--- config.mk ---
export PLATFORM = sky130hd
export DESIGN_NAME = tsc_unit
export DESIGN_NICKNAME = d
export VERILOG_FILES = /design/src/rtl/tsc_pkg.sv /design/src/rtl/tsc_counter.sv /design/src/rtl/tsc_gate.sv /design/src/rtl/tsc_resp.sv /design/src/rtl/tsc_unit.sv
export SDC_FILE = /design/constraint.sdc
export NUM_CORES = 1
export LEC_CHECK = 0
export BUFFER_PORTS_ARGS = -buffer_cell sky130_fd_sc_hd__clkbuf_2
export CORE_UTILIZATION = 39
export CTS_BUF_LIST = sky130_fd_sc_hd__clkbuf_8
export DETAILED_ROUTE_END_ITERATION = 6
export GPL_ROUTABILITY_DRIVEN = 1
export HOLD_SLACK_MARGIN = 0.1
export PLACE_DENSITY = 0.61
export SYNTH_ARGS = -nofsm -noshare
export SYNTH_HDL_FRONTEND = slang
export SYNTH_SLANG_ARGS = --single-unit
--- constraint.sdc ---
create_clock -name clk -period 2.21 [get_ports clk]
set_clock_uncertainty 0.2 [all_clocks]
set_input_delay 0.442 -clock clk [delete_from_list [all_inputs] [get_ports clk]]
set_output_delay 0.442 -clock clk [all_outputs]
set_load 0.005 [all_outputs]
--- src/rtl/tsc_pkg.sv ---
package tsc_pkg;

    localparam int unsigned ERR_W = 16;

    typedef enum logic [1:0] {
        MODE_PROT = 2'd0,
        MODE_REAL = 2'd1,
        MODE_V86  = 2'd2,
        MODE_RSVD = 2'd3
    } cpu_mode_e;

    typedef enum logic {
        KIND_TSREAD = 1'b0,
        KIND_MSR    = 1'b1
    } rd_kind_e;

    typedef struct packed {
        logic allow;
        logic has_code;
    } gate_t;

    // Access rule for one read request.
    function automatic gate_t check_access(rd_kind_e kind, cpu_mode_e mode,
                                           logic [1:0] cpl, logic tsd);
        gate_t g;
        g.has_code = (mode != MODE_REAL);
        g.allow    = 1'b0;
        if (kind == KIND_MSR) begin
            g.allow = (mode == MODE_REAL) || (mode == MODE_PROT && cpl == 2'd0);
        end else begin
            case (mode)
                MODE_PROT: g.allow = !tsd || (cpl == 2'd0);
                MODE_REAL: g.allow = !tsd;
                MODE_V86:  g.allow = !tsd;
                default:   g.allow = 1'b0;
            endcase
        end
        return g;
    endfunction

endpackage

--- src/rtl/tsc_counter.sv ---
module tsc_counter #(
    parameter int unsigned CNT_W = 64
) (
    input  logic             clk,
    input  logic             rst,
    output logic [CNT_W-1:0] cnt_o
);
    localparam logic [CNT_W-1:0] ONE = {{(CNT_W-1){1'b0}}, 1'b1};

    logic [CNT_W-1:0] cnt_q;

    always_ff @(posedge clk) begin
        if (rst) cnt_q <= '0;
        else     cnt_q <= cnt_q + ONE;
    end

    assign cnt_o = cnt_q;
endmodule

--- src/rtl/tsc_gate.sv ---
module tsc_gate
    import tsc_pkg::*;
(
    input  logic       kind,
    input  logic [1:0] mode,
    input  logic [1:0] cpl,
    input  logic       tsd,
    output logic       allow,
    output logic       has_code
);
    gate_t g;

    always_comb begin
        g        = check_access(rd_kind_e'(kind), cpu_mode_e'(mode), cpl, tsd);
        allow    = g.allow;
        has_code = g.has_code;
    end
endmodule

--- src/rtl/tsc_resp.sv ---
module tsc_resp
    import tsc_pkg::*;
#(
    parameter int unsigned HALF_W = 32
) (
    input  logic                clk,
    input  logic                rst,
    input  logic                req_valid,
    input  logic                allow,
    input  logic                has_code,
    input  logic [2*HALF_W-1:0] sample,
    output logic                rsp_valid,
    output logic                rsp_data_valid,
    output logic [HALF_W-1:0]   rsp_hi,
    output logic [HALF_W-1:0]   rsp_lo,
    output logic                rsp_fault,
    output logic                rsp_fault_has_code,
    output logic [ERR_W-1:0]    rsp_fault_code
);
    logic take, refuse;

    assign take   = req_valid && allow;
    assign refuse = req_valid && !allow;

    always_ff @(posedge clk) begin
        if (rst) begin
            rsp_valid          <= 1'b0;
            rsp_data_valid     <= 1'b0;
            rsp_fault          <= 1'b0;
            rsp_fault_has_code <= 1'b0;
            rsp_fault_code     <= '0;
            rsp_hi             <= '0;
            rsp_lo             <= '0;
        end else begin
            rsp_valid          <= req_valid;
            rsp_data_valid     <= take;
            rsp_fault          <= refuse;
            rsp_fault_has_code <= refuse && has_code;
            if (refuse) rsp_fault_code <= '0;
            if (take) begin
                rsp_hi <= sample[2*HALF_W-1:HALF_W];
                rsp_lo <= sample[HALF_W-1:0];
            end
        end
    end
endmodule

--- src/rtl/tsc_unit.sv ---
module tsc_unit
    import tsc_pkg::*;
#(
    parameter  int unsigned CNT_W  = 64,
    localparam int unsigned HALF_W = CNT_W / 2
) (
    input  logic              clk,
    input  logic              rst,
    input  logic              req_valid,
    input  logic              req_kind,
    input  logic [1:0]        req_mode,
    input  logic [1:0]        req_cpl,
    input  logic              req_tsd,
    output logic              rsp_valid,
    output logic              rsp_data_valid,
    output logic [HALF_W-1:0] rsp_hi,
    output logic [HALF_W-1:0] rsp_lo,
    output logic              rsp_fault,
    output logic              rsp_fault_has_code,
    output logic [ERR_W-1:0]  rsp_fault_code
);
    logic [CNT_W-1:0] cnt_now;
    logic             gate_allow;
    logic             gate_code;

    tsc_counter #(.CNT_W(CNT_W)) u_counter (
        .clk   (clk),
        .rst   (rst),
        .cnt_o (cnt_now)
    );

    tsc_gate u_gate (
        .kind     (req_kind),
        .mode     (req_mode),
        .cpl      (req_cpl),
        .tsd      (req_tsd),
        .allow    (gate_allow),
        .has_code (gate_code)
    );

    tsc_resp #(.HALF_W(HALF_W)) u_resp (
        .clk                (clk),
        .rst                (rst),
        .req_valid          (req_valid),
        .allow              (gate_allow),
        .has_code           (gate_code),
        .sample             (cnt_now),
        .rsp_valid          (rsp_valid),
        .rsp_data_valid     (rsp_data_valid),
        .rsp_hi             (rsp_hi),
        .rsp_lo             (rsp_lo),
        .rsp_fault          (rsp_fault),
        .rsp_fault_has_code (rsp_fault_has_code),
        .rsp_fault_code     (rsp_fault_code)
    );
endmodule

==> results of run 1 <==
## cells by family (layout without fill, tap and decap cells)
group	Yosys count	count (layout)	share of synthesized area (%)
AOI/OAI and AO/OA	110	110	10.3
DFF	132	132	48.4
other	1	16	0.0686
adders and majority gates	4	4	0.916
buffers and inverters	58	192	5.17
and+or+nand+nor	319	319	28.8
xor gates and xnor gates	40	40	6.41
## tightest hold or removal path, cell delays in order
cell and delay [ps]:
buf_4 100, nand2b_1 130, inv_1 60
## placed cells by master (no fill, tap or decap), types with 2 or more instances in the layout
cell,netlist,layout
nand2_1,154,153
dfxtp_1,132,129
a21oi_1,86,85
clkbuf_2,1,76
buf_4,17,66
nor2_1,52,52
xor2_1,26,26
nand4_1,25,25
or3_1,22,21
o21ai_0,22,20
clkbuf_8,0,20
conb_1,1,16
inv_1,11,15
nand3_1,17,14
xnor2_1,14,14
nor3_1,10,10
nor4_2,2,6
and3_1,6,6
buf_12,0,6
nand3_2,1,4
nor4_4,3,4
nand4_4,2,3
nand4_2,4,3
nor4_1,8,3
and2_1,4,3
ha_1,4,3
clkinv_2,0,3
dlygate4sd3_1,0,3
nor2b_1,2,2
o21ai_1,0,2
dfxtp_4,0,2
## flip-flops by register name, summed over array words and instances, names as in the netlist
name                       flops
u_counter.cnt_o               64
u_resp.rsp_valid               1
u_resp.rsp_fault               1
u_resp.rsp_fault_has_code      1
u_resp.rsp_hi                 32
u_resp.rsp_lo                 32
u_resp.rsp_data_valid          1
## path summary, 6_finish.rpt
path                                          from                   to  cells past startpoint  slack [ps]
worst max register to register  u_counter.cnt_o[1]  u_counter.cnt_o[58]                      7           4
worst min-delay path                           rst     u_resp.rsp_valid                      3         140
worst max-delay path            u_counter.cnt_o[1]  u_counter.cnt_o[58]                      7           4
worst min register to register   u_resp.rsp_hi[16]    u_resp.rsp_hi[16]                      2         250
## metal layers
metal  part of all wire, %  up-vias
met5                     0        -
met4                   1.8        0
met2                    48       97
met1                    46     2283
met3                   3.9       18
li1                      -     2492
## through the flow
stage	util [%]	instance area, µm²	setup TNS [ps]	cells	setup slack [ps]
floorplan	-	5520	0	679	49.8
global placement	47.9	6450	-9.13	949	-3.68
detailed placement	47.9	6450	-520	949	-61.2
CTS	50.8	6830	-10.6	981	-9.46
global route	51.9	6980	-429	989	-99.8
finish	51.9	6980	0	989	4.06
## repair_timing
item / CTS / global route
setup endpoints to repair: 9 / 20
gates resized for setup: 3 / 19
setup buffers: 0 / 8
cloned: 0 / 0
hold buffers: 3 / 0
pin swaps: 0 / 15
endpoints found under the hold margin: 3 / 0
## layout make-up
class / count / area, µm² / area share, %
Sequential cell: 132 / 2650 / 38.0
Timing Repair Buffer: 152 / 1040 / 14.9
Inverter: 11 / 41.3 / 0.592
Clock inverter: 9 / 67.6 / 0.968
Tap cell: 176 / 220 / 3.16
Clock buffer: 20 / 275 / 3.95
Multi-Input combinational cell: 489 / 2680 / 38.5
## power breakdown
part | total [mW] | internal, mW | switching, mW
clock network | 1.80 | 0.935 | 0.865
logic | 0.167 | 0.0579 | 0.109
registers | 2.40 | 2.39 | 0.00660
==> flow_metrics.env, run 1 <==
export IMPL_synthArstFlopShare_pct=0
export IMPL_portBuffers=76
export IMPL_slew_headroom_pct=60.9
export IMPL_cp_buffers_inverters=1
export IMPL_via_per_inst=4.94
export IMPL_die_y_um=120
export IMPL_cts_root_buf="clkbuf_8"
export IMPL_hold_ws_ps=140
export IMPL_hold_viol_final=0
export IMPL_synth_top_area_share_pct=48.4
export IMPL_grt_pass1_wl_mm=20.7
export IMPL_fmax_ghz=0.453
export IMPL_yosysSeqAreaShare_pct=48.4
export IMPL_slew_violations=0
export IMPL_areaGrowthSynthToFinish_pct=27.7
export IMPL_min_path_type="input pin to register"
export IMPL_numCtsBuffers=17
export IMPL_worstPathCellList="ha_4 -> nand4_1 -> nor4_4 -> buf_12 -> nand4_1 -> or3_4 -> a21oi_2"
export IMPL_grt_overflow_total=0
export IMPL_grt_pass1_vias=4584
export IMPL_gr_usage_met2_pct=29.6
export IMPL_drcViolationCount=0
export IMPL_synth_cells_most_frequent="154 x nand2_1, 132 x dfxtp_1, 86 x a21oi_1"
export IMPL_tightest_slew_ps=587
export IMPL_outcome="completed"
export IMPL_synth_area_leaders="dfxtp_1 48%, nand2_1 11%, a21oi_1 7.9%, xor2_1 4.2%, nor2_1 3.6%"
export IMPL_leakage_nw=2.74
export IMPL_worstPathRequired_ps=2390
export IMPL_end_kind="register"
export IMPL_cts_path_max_buffers=2
export IMPL_critPathKind="register to register"
export IMPL_antenna_found_initial=0
export IMPL_synth_most_common_cell="nand2_1"
export IMPL_grt_start_max_net_pins=129
export IMPL_slowest_stage="or3_4"
export IMPL_crit_top_cell="nand4_1"
export IMPL_setup_violations=0
export IMPL_clkTransAtPathRegs_ps=70
export IMPL_rsz0062_at_grt="true"
export IMPL_die_w_um=120
export IMPL_synthDistinctLibCells=36
export IMPL_use_met3_pct=4.76
export IMPL_post_drt_wl_per_cell_um=12.5
export IMPL_synth_top_area_cell="dfxtp_1"
export IMPL_drt_pass1_iter_count=4
export IMPL_peakVddDrop_mv=0.317
export IMPL_dpl_hpwl_mm=8.64
export IMPL_synth_warnings=0
export IMPL_routabilityCongestion=0.795
export IMPL_cp_max_fo=6
export IMPL_synth_edf_count=0
export IMPL_htree_num_levels=4
export IMPL_synth_cell_area_um2=5460
export IMPL_n_antenna_cell=0
export IMPL_die_area_um2=14500
export IMPL_pwr_density_cell_nw_per_um2=625
export IMPL_finish_net_count=816
export IMPL_synthCells=664
export IMPL_boundaryPins=93
export IMPL_slowest_delay_ps=430
export IMPL_syn_avg_cell_area_um2=8.23
export IMPL_top_usage_layer="met2"
export IMPL_drtIter0Drc=292
export IMPL_clk_latency_ps=450
export IMPL_synth_top_flop_cell="dfxtp_1"
export IMPL_cts_tree="built"
export IMPL_met1_usage_pct=21.4
export IMPL_ys_ff_latch=132
export IMPL_vias=4890
export IMPL_layout_min_cycle_time_ps=2210
export IMPL_nFillCells=1303
export IMPL_max_cap_viol_count=0
export IMPL_arrival_ps=2390
export IMPL_period_share_pct=99.8
export IMPL_power_mw=4.36
export IMPL_drive_gt1_share_pct=25.3
export IMPL_grt_util_all_layers_pct=17.8
export IMPL_num_rows=42
export IMPL_crit_family="simple AND/OR/NAND/NOR gates"
export IMPL_setup_worst_path_start_class="register"
export IMPL_wl_mm=12.4
export IMPL_start_util_pct=40.6
export IMPL_clock_sinks=132
export IMPL_ant_nets=0
export IMPL_design_core_area_um2=13500
No activity file was read; power rests on OpenSTA's default activity.
==> run 2, diff against run 1 <==
Settings changed: PLACE_DENSITY 0.61 to 0.59.
Clock period 2.21 ns to 2.7 ns, I/O delays scaled along.
==> flow_metrics.env, run 2 (synthesis results as in run 1) <==
export IMPL_dp_cells=895
export IMPL_routabilityCongestion=0.810
export IMPL_drcViolationCount=0
export IMPL_tns_ps=0
export IMPL_combPwrFrac_pct=2.8
export IMPL_clkPwrFrac_pct=49.5
export IMPL_slew_violations=0
export IMPL_start_util_pct=40.6
export IMPL_num_rows=42
export IMPL_reg2reg_depth=5
export IMPL_pwr_density_cell_nw_per_um2=631
export IMPL_n_antenna_cell=0
export IMPL_htree_num_levels=4
export IMPL_critPathCapture="u_counter.cnt_o[61]"
export IMPL_grt_util_all_layers_pct=17.1
export IMPL_final_common_cell="nand2_1"
export IMPL_met1_usage_pct=20.9
export IMPL_grt_pass1_wl_mm=19.7
export IMPL_grt_start_max_net_pins=76
export IMPL_worstPathRequired_ps=2870
export IMPL_fmax_ghz=0.413
export IMPL_gr_usage_met2_pct=28.2
export IMPL_nFillCells=1373
export IMPL_seqPwrFrac_pct=47.7
export IMPL_setup_violations=0
export IMPL_arrival_ps=2600
export IMPL_antenna_found_initial=0
export IMPL_period_share_pct=89.8
export IMPL_largest_reg_flops=64
export IMPL_leakage_nw=2.43
export IMPL_vias=4627
export IMPL_cp_max_fo=8
export IMPL_r2r_end="u_counter.cnt_o[61]"
export IMPL_drt_pass1_iter_count=4
export IMPL_register_area_um2=2640
export IMPL_ant_nets=0
export IMPL_grt_overflow_total=0
export IMPL_hold_ws_ps=198
export IMPL_rr_startpoint="u_counter.cnt_o[2]"
export IMPL_die_area_um2=14500
export IMPL_cts_tree="built"
export IMPL_sw_frac_of_total_pct=20.9
export IMPL_layout_min_cycle_time_ps=2420
export IMPL_rsz0062_at_grt="false"
export IMPL_cts_resized=0
export IMPL_peakVddDrop_mv=0.297
export IMPL_power_mw=4.11
export IMPL_max_cap_viol_count=0
export IMPL_setup_worst_path_start_class="register"
export IMPL_boundaryPins=93
export IMPL_final_core_util_pct=48.4
export IMPL_internal_power_mw=3.25
export IMPL_hold_viol_final=0
export IMPL_layout_common_cells="153 x nand2_1, 132 x dfxtp_1, 86 x a21oi_1"
export IMPL_layoutNonFillerInstCount=928
export IMPL_multi_input_area_um2=2600
export IMPL_die_w_um=120
export IMPL_drive_gt1_share_pct=18.2
export IMPL_finish_net_count=752
export IMPL_clkTransAtPathRegs_ps=70
export IMPL_clock_sinks=132
export IMPL_dpl_hpwl_mm=8.13
export IMPL_outcome="completed"
export IMPL_areaGrowthSynthToFinish_pct=19.3
export IMPL_via_per_inst=4.99
export IMPL_grt_pass1_vias=4268
export IMPL_portBuffers=76
export IMPL_design_core_area_um2=13500
export IMPL_cts_setup_buffers=0
export IMPL_slew_headroom_pct=65.3
export IMPL_rrSetupSlack_ps=280
export IMPL_drtIter0Drc=234
export IMPL_wl_mm=11.9
export IMPL_critPathKind="register to register"
export IMPL_end_kind="register"
export IMPL_min_path_cells=3
export IMPL_crit_start="u_counter.cnt_o[2]"
export IMPL_numCtsBuffers=17
export IMPL_die_y_um=120
export IMPL_p_switching_mw=0.859
export IMPL_tightest_slew_ps=521
export IMPL_use_met3_pct=4.81
export IMPL_top_usage_layer="met2"
export IMPL_post_drt_wl_per_cell_um=12.8
export IMPL_cts_root_buf="clkbuf_8"
export IMPL_min_path_type="input pin to register"
export IMPL_clk_latency_ps=450
export IMPL_cts_path_max_buffers=2
## run 2: stage by stage
step                      cell area [µm²]  setup slack [ps]
after floorplan                      5520               442
after global placement               6010               332
after detailed placement             6010               283
after CTS                            6520               280
after global routing                 6520              81.8
final                                6520               276
## run 2: power groups by stage
| stage | combinational (mW) | clock (mW) | sequential (mW) |
|---|---|---|---|
| after floorplan | 0.0932 | 0 | 2.00 |
| after global placement | 0.113 | 0 | 2.00 |
| final | 0.115 | 2.04 | 1.96 |
| after CTS | 0.117 | 2.09 | 1.96 |
| after detailed placement | 0.116 | 0 | 2.01 |
| after global routing | 0.131 | 2.17 | 1.96 |
## run 2: repair_timing
item,CTS,global route
setup endpoints to repair,0,0
endpoints found under the hold margin,2,0
hold buffers,1,0
## run 2: worst min-delay path by stage
stage | start | end
after floorplan | u_counter.cnt_o[63] | u_resp.rsp_hi[31]
after global placement | u_resp.rsp_hi[2] | u_resp.rsp_hi[2]
after detailed placement | u_resp.rsp_hi[15] | u_resp.rsp_hi[15]
after CTS | req_valid | u_resp.rsp_valid
after global routing | req_valid | u_resp.rsp_valid
final | req_valid | u_resp.rsp_valid
## run 2: layout make-up
type	count	share of cell area [%]
inverter	11	0.634
multi-input combinational	489	39.9
clock inverter	12	3.46
sequential	132	40.6
timing repair buffer	88	7.87
tap	176	3.38
clock buffer	20	4.22
## run 2: layer usage
layer	wire length (µm)	vias to the layer above
met2	5650	99
met1	5540	2150
met3	500	16
met5	0	-
met4	183	0
li1	-	2362
## run 2: worst max-delay path, stage by stage (launching register included)
cell     delay (ps)
dfxtp_1         440
nand4_1         260
nor4_4          530
nand4_1         350
or3_1           410
a21oi_1         160
